--- src/rtl/pgw_pkg.sv ---
package pgw_pkg;
    typedef enum logic [2:0] {
        S_IDLE,
        S_DIR_RD,
        S_TBL_RD,
        S_CHECK,
        S_LEAF_WR,
        S_DONE
    } walk_state_t;

    localparam int BIT_P  = 0;
    localparam int BIT_RW = 1;
    localparam int BIT_US = 2;
    localparam int BIT_A  = 5;
    localparam int BIT_D  = 6;
    localparam int BIT_PS = 7;

    localparam int ERR_P = 0;
    localparam int ERR_W = 1;
    localparam int ERR_U = 2;
endpackage

--- src/rtl/pgw_entry_addr.sv ---
module pgw_entry_addr #(
    parameter int AW     = 32,
    parameter int OFFS_W = 12,
    parameter int IDX_W  = 10
) (
    input  logic [AW-1:0]    base,
    input  logic [IDX_W-1:0] index,
    input  logic [AW-1:0]    mask,
    output logic [AW-1:0]    addr
);
    localparam logic [AW-1:0] LOW_CLR = ~((AW'(1) << OFFS_W) - AW'(1));

    always_comb begin
        addr = ((base & LOW_CLR) + AW'({index, 2'b00})) & mask;
    end
endmodule

--- src/rtl/pgw_perm.sv ---
module pgw_perm (
    input  logic eff_u,
    input  logic eff_rw,
    input  logic leaf_d,
    input  logic is_user,
    input  logic is_write,
    input  logic wprot,
    output logic deny,
    output logic wr_ok
);
    logic rights;

    always_comb begin
        if (is_user) begin
            deny   = !eff_u || (is_write && !eff_rw);
            rights = eff_rw;
        end else begin
            deny   = is_write && wprot && eff_u && !eff_rw;
            rights = !wprot || !eff_u || eff_rw;
        end
        wr_ok = rights && (leaf_d || is_write);
    end
endmodule

--- src/rtl/pgw_walker.sv ---
module pgw_walker #(
    parameter int AW     = 32,
    parameter int OFFS_W = 12,
    parameter int IDX_W  = 10
) (
    input  logic          clk,
    input  logic          rst_n,
    input  logic          req_valid,
    output logic          req_ready,
    input  logic [AW-1:0] req_vaddr,
    input  logic          req_write,
    input  logic          req_user,
    input  logic          paging_en,
    input  logic          wprot_en,
    input  logic          large_en,
    input  logic [AW-1:0] dir_base,
    input  logic [AW-1:0] addr_mask,
    output logic          mem_req,
    output logic          mem_we,
    output logic [AW-1:0] mem_addr,
    output logic [AW-1:0] mem_wdata,
    input  logic          mem_ack,
    input  logic [AW-1:0] mem_rdata,
    output logic          done,
    output logic          fault,
    output logic [2:0]    err_code,
    output logic [AW-1:0] paddr,
    output logic          writable
);
    import pgw_pkg::*;

    localparam int LOFFS_W = OFFS_W + IDX_W;

    walk_state_t state, nstate;

    logic [AW-1:0] va_q, base_q, mask_q, leaf_q, leaf_addr_q, paddr_q;
    logic          wr_q, usr_q, pg_q, wp_q, lp_q, large_q;
    logic          pde_u_q, pde_rw_q;
    logic          fault_q, wrok_q;
    logic [2:0]    err_q;

    logic [AW-1:0] dir_addr, tbl_addr;
    logic          eff_u, eff_rw, deny, wr_ok, need_upd;

    pgw_entry_addr #(.AW(AW), .OFFS_W(OFFS_W), .IDX_W(IDX_W)) u_dir_addr (
        .base (base_q),
        .index(va_q[AW-1:LOFFS_W]),
        .mask (mask_q),
        .addr (dir_addr)
    );

    pgw_entry_addr #(.AW(AW), .OFFS_W(OFFS_W), .IDX_W(IDX_W)) u_tbl_addr (
        .base (leaf_q),
        .index(va_q[LOFFS_W-1:OFFS_W]),
        .mask (mask_q),
        .addr (tbl_addr)
    );

    always_comb begin
        eff_u  = large_q ? leaf_q[BIT_US] : (leaf_q[BIT_US] & pde_u_q);
        eff_rw = large_q ? leaf_q[BIT_RW] : (leaf_q[BIT_RW] & pde_rw_q);
        need_upd = !leaf_q[BIT_A] || (wr_q && !leaf_q[BIT_D]);
    end

    pgw_perm u_perm (
        .eff_u   (eff_u),
        .eff_rw  (eff_rw),
        .leaf_d  (leaf_q[BIT_D]),
        .is_user (usr_q),
        .is_write(wr_q),
        .wprot   (wp_q),
        .deny    (deny),
        .wr_ok   (wr_ok)
    );

    // next state
    always_comb begin
        nstate = state;
        unique case (state)
            S_IDLE:    if (req_valid) nstate = paging_en ? S_DIR_RD : S_DONE;
            S_DIR_RD:  if (mem_ack) begin
                           if (!mem_rdata[BIT_P])                 nstate = S_DONE;
                           else if (mem_rdata[BIT_PS] && lp_q)   nstate = S_CHECK;
                           else                                   nstate = S_TBL_RD;
                       end
            S_TBL_RD:  if (mem_ack) nstate = mem_rdata[BIT_P] ? S_CHECK : S_DONE;
            S_CHECK:   nstate = (!deny && need_upd) ? S_LEAF_WR : S_DONE;
            S_LEAF_WR: if (mem_ack) nstate = S_DONE;
            S_DONE:    nstate = S_IDLE;
            default:   nstate = S_IDLE;
        endcase
    end

    // state register
    always_ff @(posedge clk or negedge rst_n) begin
        if (!rst_n) state <= S_IDLE;
        else        state <= nstate;
    end

    // walk data
    always_ff @(posedge clk or negedge rst_n) begin
        if (!rst_n) begin
            va_q <= '0; base_q <= '0; mask_q <= '0; leaf_q <= '0;
            leaf_addr_q <= '0; paddr_q <= '0;
            wr_q <= 1'b0; usr_q <= 1'b0; pg_q <= 1'b0; wp_q <= 1'b0;
            lp_q <= 1'b0; large_q <= 1'b0; pde_u_q <= 1'b0; pde_rw_q <= 1'b0;
            fault_q <= 1'b0; wrok_q <= 1'b0; err_q <= '0;
        end else begin
            unique case (state)
                S_IDLE: if (req_valid) begin
                    va_q    <= req_vaddr;
                    wr_q    <= req_write;
                    usr_q   <= req_user;
                    pg_q    <= paging_en;
                    wp_q    <= wprot_en;
                    lp_q    <= large_en;
                    base_q  <= dir_base;
                    mask_q  <= addr_mask;
                    large_q <= 1'b0;
                    fault_q <= 1'b0;
                    err_q   <= '0;
                    paddr_q <= paging_en ? '0 : req_vaddr;
                    wrok_q  <= !paging_en;
                end
                S_DIR_RD: if (mem_ack) begin
                    leaf_q      <= mem_rdata;
                    leaf_addr_q <= dir_addr;
                    pde_u_q     <= mem_rdata[BIT_US];
                    pde_rw_q    <= mem_rdata[BIT_RW];
                    large_q     <= mem_rdata[BIT_PS] && lp_q;
                    if (!mem_rdata[BIT_P]) begin
                        fault_q <= 1'b1;
                        err_q   <= {usr_q, wr_q, 1'b0};
                    end
                end
                S_TBL_RD: if (mem_ack) begin
                    leaf_q      <= mem_rdata;
                    leaf_addr_q <= tbl_addr;
                    if (!mem_rdata[BIT_P]) begin
                        fault_q <= 1'b1;
                        err_q   <= {usr_q, wr_q, 1'b0};
                    end
                end
                S_CHECK: begin
                    if (deny) begin
                        fault_q <= 1'b1;
                        err_q   <= {usr_q, wr_q, 1'b1};
                    end else begin
                        paddr_q <= large_q ? {leaf_q[AW-1:LOFFS_W], va_q[LOFFS_W-1:0]}
                                           : {leaf_q[AW-1:OFFS_W], va_q[OFFS_W-1:0]};
                        wrok_q  <= wr_ok;
                    end
                end
                S_LEAF_WR, S_DONE: ;
                default: ;
            endcase
        end
    end

    // outputs
    always_comb begin
        req_ready = (state == S_IDLE);
        mem_req   = (state == S_DIR_RD) || (state == S_TBL_RD) || (state == S_LEAF_WR);
        mem_we    = (state == S_LEAF_WR);
        mem_addr  = '0;
        unique case (state)
            S_DIR_RD:  mem_addr = dir_addr;
            S_TBL_RD:  mem_addr = tbl_addr;
            S_LEAF_WR: mem_addr = leaf_addr_q;
            default:   mem_addr = '0;
        endcase
        mem_wdata        = leaf_q;
        mem_wdata[BIT_A] = 1'b1;
        if (wr_q) mem_wdata[BIT_D] = 1'b1;
        done     = (state == S_DONE);
        fault    = fault_q;
        err_code = err_q;
        paddr    = paddr_q;
        writable = wrok_q;
    end

    AST_DONE_PULSE: assert property (@(posedge clk) disable iff (!rst_n)
        done |=> !done);
    AST_READY_QUIET: assert property (@(posedge clk) disable iff (!rst_n)
        req_ready |-> !mem_req);
    AST_REQ_HOLD: assert property (@(posedge clk) disable iff (!rst_n)
        (mem_req && !mem_ack) |=> (mem_req && $stable(mem_addr)));
    AST_IDENTITY: assert property (@(posedge clk) disable iff (!rst_n)
        (done && !pg_q) |-> (paddr == va_q && writable && !fault));
    AST_LARGE_OFFS: assert property (@(posedge clk) disable iff (!rst_n)
        (done && !fault && large_q) |-> (paddr[LOFFS_W-1:0] == va_q[LOFFS_W-1:0]));
    AST_FAULT_NO_WR: assert property (@(posedge clk) disable iff (!rst_n)
        (done && fault) |-> !writable);
    AST_CLEAN_ERR: assert property (@(posedge clk) disable iff (!rst_n)
        (done && !fault) |-> (err_code == 3'b000));
    AST_WB_FLAGS: assert property (@(posedge clk) disable iff (!rst_n)
        mem_we |-> (mem_wdata[BIT_A] && (mem_wdata[BIT_D] || !wr_q)));
endmodule

--- config.mk ---
export PLATFORM = sky130hd
export DESIGN_NAME = pgw_walker
export DESIGN_NICKNAME = d
export VERILOG_FILES = /design/src/rtl/pgw_pkg.sv /design/src/rtl/pgw_entry_addr.sv /design/src/rtl/pgw_perm.sv /design/src/rtl/pgw_walker.sv
export SDC_FILE = /design/constraint.sdc
export NUM_CORES = 1
export LEC_CHECK = 0
export BUFFER_PORTS_ARGS = -buffer_cell sky130_fd_sc_hd__buf_4
export CAP_MARGIN = 20
export CORE_MARGIN = 2
export CORE_UTILIZATION = 31
export DETAILED_ROUTE_END_ITERATION = 7
export PLACE_DENSITY_LB_ADDON = 0.2
export SLEW_MARGIN = 20
export SYNTH_ARGS = -nofsm -noshare
export SYNTH_HDL_FRONTEND = slang
export SYNTH_SLANG_ARGS = --single-unit
--- constraint.sdc ---
create_clock -name clk -period 1.7 [get_ports clk]
set_input_delay 0.085 -clock clk [delete_from_list [all_inputs] [get_ports clk]]
set_output_delay 0.085 -clock clk [all_outputs]
set_load 0.02 [all_outputs]
; ---- After elaboration in Yosys (flattened, before gate mapping)
; Index checks and enable logic that the tools add are counted.
[classes]
bitwise_logic = 4
n_reduce_logical = 36
add_sub_neg = 2
n_mux = 39
n_eq_ne = 13
[op_table]
columns = operator, count
row1 = 32-bit two-way mux, 5
row2 = 32-bit case mux with 2 select lines, 2
row3 = 32-bit case mux with 3 select lines, 1
row4 = 32-bit by 12-bit adder with 32-bit output, 2
row5 = 32-bit bitwise AND, 2
row6 = 3-bit two-way mux, 11
row7 = 22-bit two-way mux, 1
row8 = 3-bit case mux with 5 select lines, 1
row9 = 1-bit two-way mux, 14
row10 = 2-bit != test (second input constant), 6
row11 = 3-bit case mux with 3 select lines, 1
row12 = 3-bit AND reduction, 3
row13 = 1-bit logical AND, 8
row14 = 1-bit zero test, 7
row15 = 1-bit logical OR, 7
row16 = 3-bit by 2-bit == test with 1-bit output (second input constant), 2
row17 = 3-bit == test (second input constant), 2
row18 = 2-bit AND reduction, 3
row19 = 2-bit nonzero test, 3
row20 = 5-bit AND reduction, 1
row21 = 2-bit by 1-bit != test with 1-bit output (second input constant), 2
row22 = 1-bit case mux with 2 select lines, 2
row23 = 4-bit AND reduction, 1
row24 = 3-bit by 1-bit == test with 1-bit output (second input constant), 1
row25 = other kinds (5), 6
[totals]
ff_bits = 207
out_inout_bits = 105
input_bits = 137
elab_cells = 111

; ---- Depth between registers and ports, before layout
; Gate-level depths: netlist of the first run.
[logic_depth]
ltp_word = 10
depth_mapped = 8
ltp_nobuf = 5

; ---- Cells and area by module
; A second synthesis of the first run with hierarchy kept.
[unflattened]
cells_unflattened = 904
hier_area_um2 = 10092.2
[by_module_without_submodules]
columns = module, n_inst, seq_area_each_um2, cells_each, area_each_um2
row1 = pgw_walker, 1, 5180.0, 834, 9649.3
row2 = pgw_entry_addr, 2, 0.0, 33, 206.4
row3 = pgw_perm, 1, 0.0, 4, 30.0

; ---- Worst setup path after synthesis of the first run
; Ideal clock, no wire load.
[synth_path]
path_kind = register to register
start = register state[0]
end = register va_q[4]
required_ps = 1575
n_path_buf = 4
period_less_slack_ps = 1978
setup_ps = 125
path_slack_ps = -278
arrival_time_ps = 1853
path_stages_with_launch = 8
path_cell_list = dfrtp_1 > buf_6 > nor3_2 > and2_1 > buf_4 > buf_6 > buf_4 > mux2_2
[synth_via]
elab_chain_cells = 2
[synth_rtl]
columns = item, line_no
row1 = "start, declared", pgw_walker.sv:34  ; walk_state_t state, nstate;
row2 = "start signal, assigned", pgw_walker.sv:97  ; else state <= nstate;
row3 = 3-bit zero test, --
row4 = named net req_ready, pgw_walker.sv:9  ; output logic req_ready,
row5 = 2-bit AND reduction (no source line), --
row6 = "end signal, assigned", pgw_walker.sv:111  ; va_q <= req_vaddr;
row7 = "end, declared", pgw_walker.sv:36  ; logic [AW-1:0] va_q, base_q, mask_q, leaf_q, leaf_addr_q, paddr_q;
; The timed path passes the listed nets, and every way through them passes these cells.
; A chain may end at the register's enable or synchronous reset.

; ---- Final worst setup path of the first run
[layout_path]
start = register state[1]
end = output mem_addr[29]
[layout_via]
elab_chain_cells = 2
elab_cells_between_ends = 4
classes_between = eq/ne: 3 / mux: 1
[layout_rtl]
columns = item, line_no
row1 = "3-bit == test, or another cell as far along", pgw_walker.sv:166  ; unique case (state)
row2 = 32-bit case mux with 3 select lines *, pgw_walker.sv:166
row3 = "end, declared", pgw_walker.sv:20  ; output logic [AW-1:0] mem_addr,
; Every way passes the cells marked *; elsewhere a longest branch is shown, timed or not.

==> out/summary.txt, run 1 <==
FILL cells - 2596
fmax - 0.4880 GHz
Initial DRC Count - 316
Die X - 177.0 um
# rows - 63
Final WS setup - -0.3492 ns
clock sinks - 191
drt wl/cell - 20.39 um
kind of end point of the critical path - output port
setup_tns - -51.11 ns
Ports - 242
Final Hold Violating Endpoints - 0
most common cell after layout, fill and taps aside - buf_4
CTS tree - yes
nature of the critical path startpoint - register
Arr. time, crit path - 1.96 ns
synth-to-layout area growth - 59.62%
DR vias - 7420
RSZ-0062 raised after global routing - yes
status - finished with violations
PortBufs - 224
yosys warns - 0
root buffer cell - clkbuf_16
H-Tree Depth - 4
area of the multi-input gates - 0.004200 mm^2
total wire length - 31.32 mm
EDFF count, synth - 0
Die Y - 177.0 um
vias in the first global route - 7565
most frequent cells in the layout - buf_4, dfrtp_1, dlygate4sd3_1
mapped cell area - 0.009283 mm^2
syn_area_per_cell - 12.46 um^2
HP Class - in -> async
CP most frequent cell - buf_6
Crit Path Category - reg -> out
GRT Residual Overflow - 0
max_cap viols - 0
WP data required - 1.62 ns
Seq/Total Area, Yosys - 51.49%
Placer Congestion - 0.7623
cts bufs inserted - 17
CTS clock-pin slew for the worst setup and hold paths - 0.07 ns
Peak VDD IR - 0.0008478 V
Final Core Density - 50.12%
Main synth FF type - dfrtp_1
Post-DP Area - 0.01152 mm^2
Critical-path top delay cell - dfrtp_1
antenna violations before repair - 0
Sequential cell area - 0.004781 mm^2
PwrDens - 1800 mW/mm^2
largest net degree at the start of global routing - 49
Initial Util - 31.40%
clk_lat worst skew - 0.44 ns
total core area - 0.02956 mm^2
Antenna diodes - 0
Detailed Place HPWL - 18.10 mm
leakage dissipation - 6.870 nW
total power - 26.67 mW
first-pass GRT wire length - 45.44 mm
Finished Cell Area - 0.01482 mm^2
residual DRC count - 0
share of post-route cells with drive strength above 1 - 43.11%
fin crit period - 2.049 ns
ys async rst share - 100.0%
slowest stage delay, CP - 0.42 ns
Initial DRT Pass Iterations - 4
Final #Nets - 1270
Clock Skew - 0.01713 ns
Post-DRT Antenna Nets - 0
crit path max fanout - 8
Total GRT Usage - 19.20%
Mapped Cells - 745
count of pins over their slew limit - 0
fin crit share - 120.5%
Synth cell types - 45
failing checks - setup timing
worst path cell trace - buf_6, nor3_4, buf_6, clkbuf_16, a22o_1, a22o_1, buf_6
final number of setup-violating endpoints - 218
die area - 0.03134 mm^2
flops & latches, synth - 191
CTS Buffer Depth - 2
DR vias/cell - 4.831
-- cell usage after synthesis, types with 2 or more instances --
cell type,n,area (um^2)
dfrtp_1,191,4780
mux2_2,102,1149
a22o_1,90,788.3
mux2i_1,66,660.6
buf_4,39,292.8
nor2_1,32,120.1
a21oi_1,26,130.1
buf_2,26,130.1
inv_1,25,93.84
nor3b_1,24,180.2
mux2_1,20,225.2
clkbuf_1,17,63.81
o21ai_0,17,85.08
nand3b_1,11,82.58
nand2_1,9,33.78
mux2_4,8,120.1
buf_6,5,56.30
nand2b_1,4,25.02
o21ai_1,3,15.01
a22oi_1,2,15.01
conb_1,2,7.510
nor2b_1,2,12.51
o211ai_1,2,15.01
-- final timing paths --
| kind | start | end | slack, ns | depth (start not counted) |
|---|---|---|---|---|
| setup / recovery | state[1] | mem_addr[29] | -0.35 | 7 |
| hold / removal | rst_n | leaf_q[25] | 0.17 | 2 |
| setup reg to reg | state[2] | mask_q[4] | -0.34 | 9 |
| hold reg to reg | paddr[12] | paddr[12] | 0.51 | 1 |
| max in group asynchronous | rst_n | state[0] | 0.91 | 3 |
| min in group clk | paging_en | writable | 0.34 | 4 |
-- report_power, final --
group / switching (mW) / internal [mW]
Combinational: 5.96 / 7.80
Sequential: 2.01 / 6.84
Clock: 2.03 / 2.03
-- repair_timing --
| action | 4_1_cts | 5_1_grt |
|---|---|---|
| gates cloned | 16 | 11 |
| endpoints found under the setup margin | 145 | 218 |
| resized for setup | 53 | 107 |
| endpoints found under the hold margin | 248 | 0 |
| buffers inserted | 26 | 16 |
| pin swaps | 2 | 8 |
| hold buffers | 121 | 0 |
-- metrics by stage --
step | cells | hold slack (ns) | setup WS, ns
finish | 1536 | 0.1676 | -0.3492
global route | 1536 | 0.1883 | -0.4595
CTS | 1516 | 0.1708 | -0.3524
detailed placement | 1321 | 0.07807 | -0.05328
global placement | 1321 | 0.07414 | -0.02660
floorplan | 746 | -0.2106 | -0.08496
-- final cells by class --
class	instances	share of cell area, %
repair buffers	455	31.57
well taps	390	3.293
clock buffers	20	3.082
flip-flops and latches	191	32.27
multi-input cells	442	28.35
clock inverters	12	0.7769
inverters	26	0.6587
-- registers in the layout, indices dropped and copies added (netlist names), 3 cells and up --
| register | cells |
|---|---|
| leaf_addr_q | 30 |
| state | 3 |
| base_q | 20 |
| err_code | 3 |
| leaf_q | 32 |
| va_q | 32 |
| paddr | 32 |
| mask_q | 30 |
-- worst max-delay path: cells and delay by family, from the launching register on --
family | cells | cell delay [ns]
and+or+nand+nor | 1 | 0.20
buffers and inverters | 4 | 0.62
AOI/OAI and AO/OA | 2 | 0.29
DFF | 1 | 0.42
-- cell families after synthesis --
kind of cell,count (synthesis),synth area share (%)
xor+xnor,1,0.09437
other cells,2,0.08090
mux,196,23.21
simple gates,92,5.917
buf+inv,113,6.901
flops,191,51.49
compound gates,150,12.31
-- routing by layer --
metal / wire length [um] / track usage [%] / vias to the layer above
met3: 1746 / 4.231 / 36
met5: 0 / 0 / -
met2: 14840 / 31.01 / 222
met1: 14170 / 25.99 / 3706
li1: - / - / 3456
met4: 563 / 5.062 / 0
No activity file was read; power rests on OpenSTA's default activity.
==> run 2: changes to the inputs <==
--- a/config.mk
+++ b/config.mk
@@ -9,2 +9,4 @@
 export CAP_MARGIN = 20
+export CELL_PAD_IN_SITES_DETAIL_PLACEMENT = 1
+export CELL_PAD_IN_SITES_GLOBAL_PLACEMENT = 1
 export CORE_MARGIN = 2
@@ -13,2 +15,3 @@
 export PLACE_DENSITY_LB_ADDON = 0.2
+export REMOVE_ABC_BUFFERS = 1
 export SLEW_MARGIN = 20
--- a/constraint.sdc
+++ b/constraint.sdc
@@ -3,2 +3,2 @@
 set_output_delay 0.085 -clock clk [all_outputs]
-set_load 0.02 [all_outputs]
+set_load 0.05 [all_outputs]
==> out/summary.txt, run 2 (synthesized netlist as in run 1, its figures left out) <==
share of post-route cells with drive strength above 1 - 45.78%
worst hold slack - 0.2002 ns
Placer Congestion - 0.6954
HP Class - in -> async
Post-DRT Antenna Nets - 0
die area - 0.03134 mm^2
Ports - 242
WP buf/inv - 4
CTS clock-pin slew for the worst setup and hold paths - 0.08 ns
PwrDens - 1961 mW/mm^2
count of pins over their slew limit - 0
DR vias - 7597
Post-DP Area - 0.01171 mm^2
Setup WS pre-CTS - -0.05394 ns
# rows - 63
final number of setup-violating endpoints - 220
Initial DRT Pass Iterations - 4
total power - 30.38 mW
reg2reg path depth - 10
Detailed Place HPWL - 19.31 mm
cts bufs inserted - 17
Arr. time, crit path - 2.03 ns
clk_lat worst skew - 0.44 ns
nature of the critical path startpoint - register
WP data required - 1.62 ns
failing checks - setup timing
total wire length - 33.83 mm
Antenna diodes - 0
status - finished with violations
first-pass GRT wire length - 50.85 mm
RR Endpoint - paddr[20]
Final Hold Violating Endpoints - 0
Critical-path top delay cell - dfrtp_2
Final #Nets - 1310
setup_tns - -56.03 ns
CTS Buffer Depth - 2
crit path max fanout - 8
Die X - 177.0 um
Worst-Margin Slew - 0.5458 ns
root buffer cell - clkbuf_16
antenna violations before repair - 0
Clock Skew - 0.01771 ns
vias in the first global route - 8493
fin crit share - 124.4%
Rel. slew slack - 63.61%
residual DRC count - 0
Crit Path Category - reg -> out
RSZ-0062 raised after global routing - yes
R2R Path Start - state[2]
CTS tree - yes
fmax - 0.4729 GHz
Initial Util - 31.40%
FILL cells - 3000
leakage dissipation - 7.222 nW
synth-to-layout area growth - 66.86%
worst path cell trace - buf_6, nor3_4, buf_6, buf_12, a22o_1, a22o_1, buf_6
kind of end point of the critical path - output port
fin crit period - 2.115 ns
PortBufs - 224
H-Tree Depth - 4
GRT Residual Overflow - 0
CP most frequent cell - buf_6
reg2reg setup slack - -0.37 ns
Initial DRC Count - 272
total core area - 0.02956 mm^2
Peak VDD IR - 0.0008128 V
most common cell after layout, fill and taps aside - buf_4
most frequent cells in the layout - buf_4, dfrtp_1, dlygate4sd3_1
Finished Cell Area - 0.01549 mm^2
Die Y - 177.0 um
Inst Count DP - 1341
CP top delay family - buffers and inverters
clock sinks - 191
Final WS setup - -0.4147 ns
DR vias/cell - 4.820
Total GRT Usage - 21.53%
Final Core Density - 52.40%
slowest stage delay, CP - 0.45 ns
max_cap viols - 0
largest net degree at the start of global routing - 53
Finished Layout Cells - 1576
drt wl/cell - 21.46 um
-- run 2: changes by cell type in the layout (fill, tap and decap cells not counted), sizes merged --
cell	change
inv	-1
clkbuf	-5
bufbuf	+1
clkinvlp	+1
bufinv	+1
buf	+43
-- run 2: worst reg2reg max path, cell delays in order (launching register included) --
cell and delay (ns):
dfrtp_2 0.45, buf_4 0.15, buf_6 0.11, nor3_4 0.20
and2_4 0.20, buf_6 0.12, buf_6 0.10, a21oi_4 0.04
buf_12 0.14, buf_12 0.14, mux2_4 0.31
-- run 2: repair_timing --
item / in CTS / in global routing
pin swaps: 16 / 15
gates resized for setup: 135 / 78
setup buffers: 46 / 17
hold endpoints to repair: 168 / 0
hold buffers: 121 / 0
cloned: 23 / 5
endpoints found under the setup margin: 151 / 221
-- run 2: worst max-delay path by stage --
stage	from	cells after the start	to
final	state[2]	7	mem_addr[2]
after global routing	state[2]	7	mem_addr[27]
after CTS	state[2]	7	mem_addr[27]
after detailed placement	state[2]	6	writable
after global placement	state[2]	6	writable
after floorplan	state[1]	3	leaf_q[12]
-- run 2: final cells by class --
class / instances / area, um^2 / area share [%]
clock buffers: 19 / 442.9 / 2.860
well taps: 390 / 488.0 / 3.150
inverters: 26 / 100.1 / 0.6463
clock inverters: 13 / 143.9 / 0.9290
repair buffers: 495 / 5333 / 34.43
flip-flops and latches: 191 / 4782 / 30.87
multi-input cells: 442 / 4199 / 27.11
-- run 2: layer usage --
layer | vias up | wire length [um] | track usage [%]
met5 | - | 0 | 0
met4 | 0 | 408 | 4.993
met3 | 22 | 952 | 3.608
met2 | 137 | 17240 | 37.63
met1 | 3912 | 15230 | 27.73
li1 | 3526 | - | -
-- run 2: where the power goes --
group / switching, mW / internal (mW) / leakage [nW] / total (mW)
clock: 2.07 / 2.13 / 0.286 / 4.20
combinational: 8.92 / 8.52 / 4.60 / 17.4
sequential: 1.90 / 6.84 / 2.34 / 8.74
total: 12.9 / 17.5 / 7.22 / 30.4
==> run 3: changes to the inputs <==
Settings changed: CORE_MARGIN 2 to 10.
==> out/summary.txt, run 3 (synthesized netlist as in run 1, its figures left out) <==
final number of setup-violating endpoints - 219
fin crit period - 2.180 ns
total power - 30.05 mW
Crit Path Category - reg -> out
HP Class - in -> reg
H-Tree Depth - 4
Post-DP Area - 0.01172 mm^2
antenna violations before repair - 1
Total GRT Usage - 17.72%
CTS Buffer Depth - 2
CTS tree - yes
Initial DRT Pass Iterations - 4
max_cap viols - 0
Final WS setup - -0.4796 ns
status - finished with violations
Placer Congestion - 0.7406
synth-to-layout area growth - 64.21%
die area - 0.03727 mm^2
Finished Layout Cells - 1570
failing checks - setup timing
share of post-route cells with drive strength above 1 - 46.86%
total wire length - 35.64 mm
Arr. time, crit path - 2.09 ns
fmax - 0.4588 GHz
first-pass GRT wire length - 50.58 mm
Post-DRT Antenna Nets - 0
Die Y - 193.0 um
drt wl/cell - 22.70 um
slowest stage delay, CP - 0.46 ns
leakage dissipation - 7.096 nW
clk_lat worst skew - 0.46 ns
crit path max fanout - 8
DR vias - 7620
worst path cell trace - nor3b_4, buf_6, buf_12, buf_12, a22o_1, a22o_1, buf_6
Die X - 193.0 um
Finished Cell Area - 0.01524 mm^2
Ports - 242
total core area - 0.02956 mm^2
clock sinks - 191
residual DRC count - 0
largest net degree at the start of global routing - 52
most frequent cells in the layout - buf_4, dfrtp_1, dlygate4sd3_1
Initial DRC Count - 258
# rows - 63
Detailed Place HPWL - 21.30 mm
WP data required - 1.62 ns
PortBufs - 224
Final Hold Violating Endpoints - 0
Critical-path top delay cell - dfrtp_2
most common cell after layout, fill and taps aside - buf_4
DR vias/cell - 4.854
Initial Util - 31.40%
Clock Skew - 0.01435 ns
vias in the first global route - 8380
nature of the critical path startpoint - register
Final #Nets - 1304
root buffer cell - clkbuf_16
count of pins over their slew limit - 0
RSZ-0062 raised after global routing - yes
GRT Residual Overflow - 0
Peak VDD IR - 0.0008660 V
Inst Count DP - 1339
Antenna diodes - 0
CTS clock-pin slew for the worst setup and hold paths - 0.07 ns
fin crit share - 128.2%
PwrDens - 1971 mW/mm^2
cts bufs inserted - 17
kind of end point of the critical path - output port
==> run 3: layout make-up <==
cell class                 count  area [um^2]
clock buffer                  21        470.5
clock inverter                11        143.9
fill                        3039        14320
inverter                      26        97.59
multi-input combinational    442         4130
sequential                   191         4782
tap                          390        488.0
timing repair buffer         489         5131
==> run 3: final timing paths <==
check                           cells past startpoint        start     endpoint  slack, ns
worst max-delay path                                7     state[0]  mem_addr[3]      -0.48
worst min-delay path                                4      mem_ack     state[0]       0.09
worst max register to register                      9     state[0]   leaf_q[10]      -0.30
worst min register to register                      1  err_code[0]  err_code[0]       0.50
min in group asynchronous                           2        rst_n      va_q[2]       0.15
max in group asynchronous                           3        rst_n     va_q[11]       0.89
==> run 3: per-stage QoR <==
| step | TNS [ns] | hold WS [ns] | setup WS [ns] | util, % |
|---|---|---|---|---|
| after floorplan | -1057.70 | -0.2106 | -9.605 | - |
| after global placement | -2.430 | 0.08546 | -0.06340 | 39.63 |
| after detailed placement | -4.167 | 0.08777 | -0.09955 | 39.63 |
| after CTS | -26.55 | 0.03579 | -0.4701 | 48.97 |
| after global routing | -58.65 | 0.1082 | -0.5473 | 51.57 |
| final | -44.46 | 0.09436 | -0.4796 | 51.57 |
==> run 3: what timing repair did <==
action                                  in CTS  in global routing
hold buffers                               120                  0
buffers inserted                            23                 35
pin swaps                                   14                 61
endpoints found under the setup margin     122                219
hold endpoints to repair                   211                  0
gates cloned                                14                 12
gates resized for setup                     95                 71
==> run 3: report_power, final <==
group          leakage (nW)  switching, mW  internal [mW]  total (mW)
logic                  4.45           8.96           8.03        17.0
registers              2.34           1.90           6.85        8.75
clock network         0.303           1.98           2.34        4.31
total                  7.10           12.8           17.2        30.0
==> run 3: critical path: cells and delay by family, from the launching register on <==
| kind | cells | cell delay, ns |
|---|---|---|
| buffers and inverters | 4 | 0.60 |
| AND/OR/NAND/NOR | 1 | 0.25 |
| flip-flops | 1 | 0.46 |
| AO/OA/AOI/OAI | 2 | 0.33 |
==> run 3: per-layer routing <==
metal | global-route usage (%) | vias to the layer above | share of wire (%)
met3 | 3.561 | 31 | 4.1
met1 | 21.62 | 3940 | 43
met4 | 5.148 | 0 | 1.7
met2 | 30.95 | 144 | 51
li1 | - | 3505 | -
met5 | 0 | - | 0
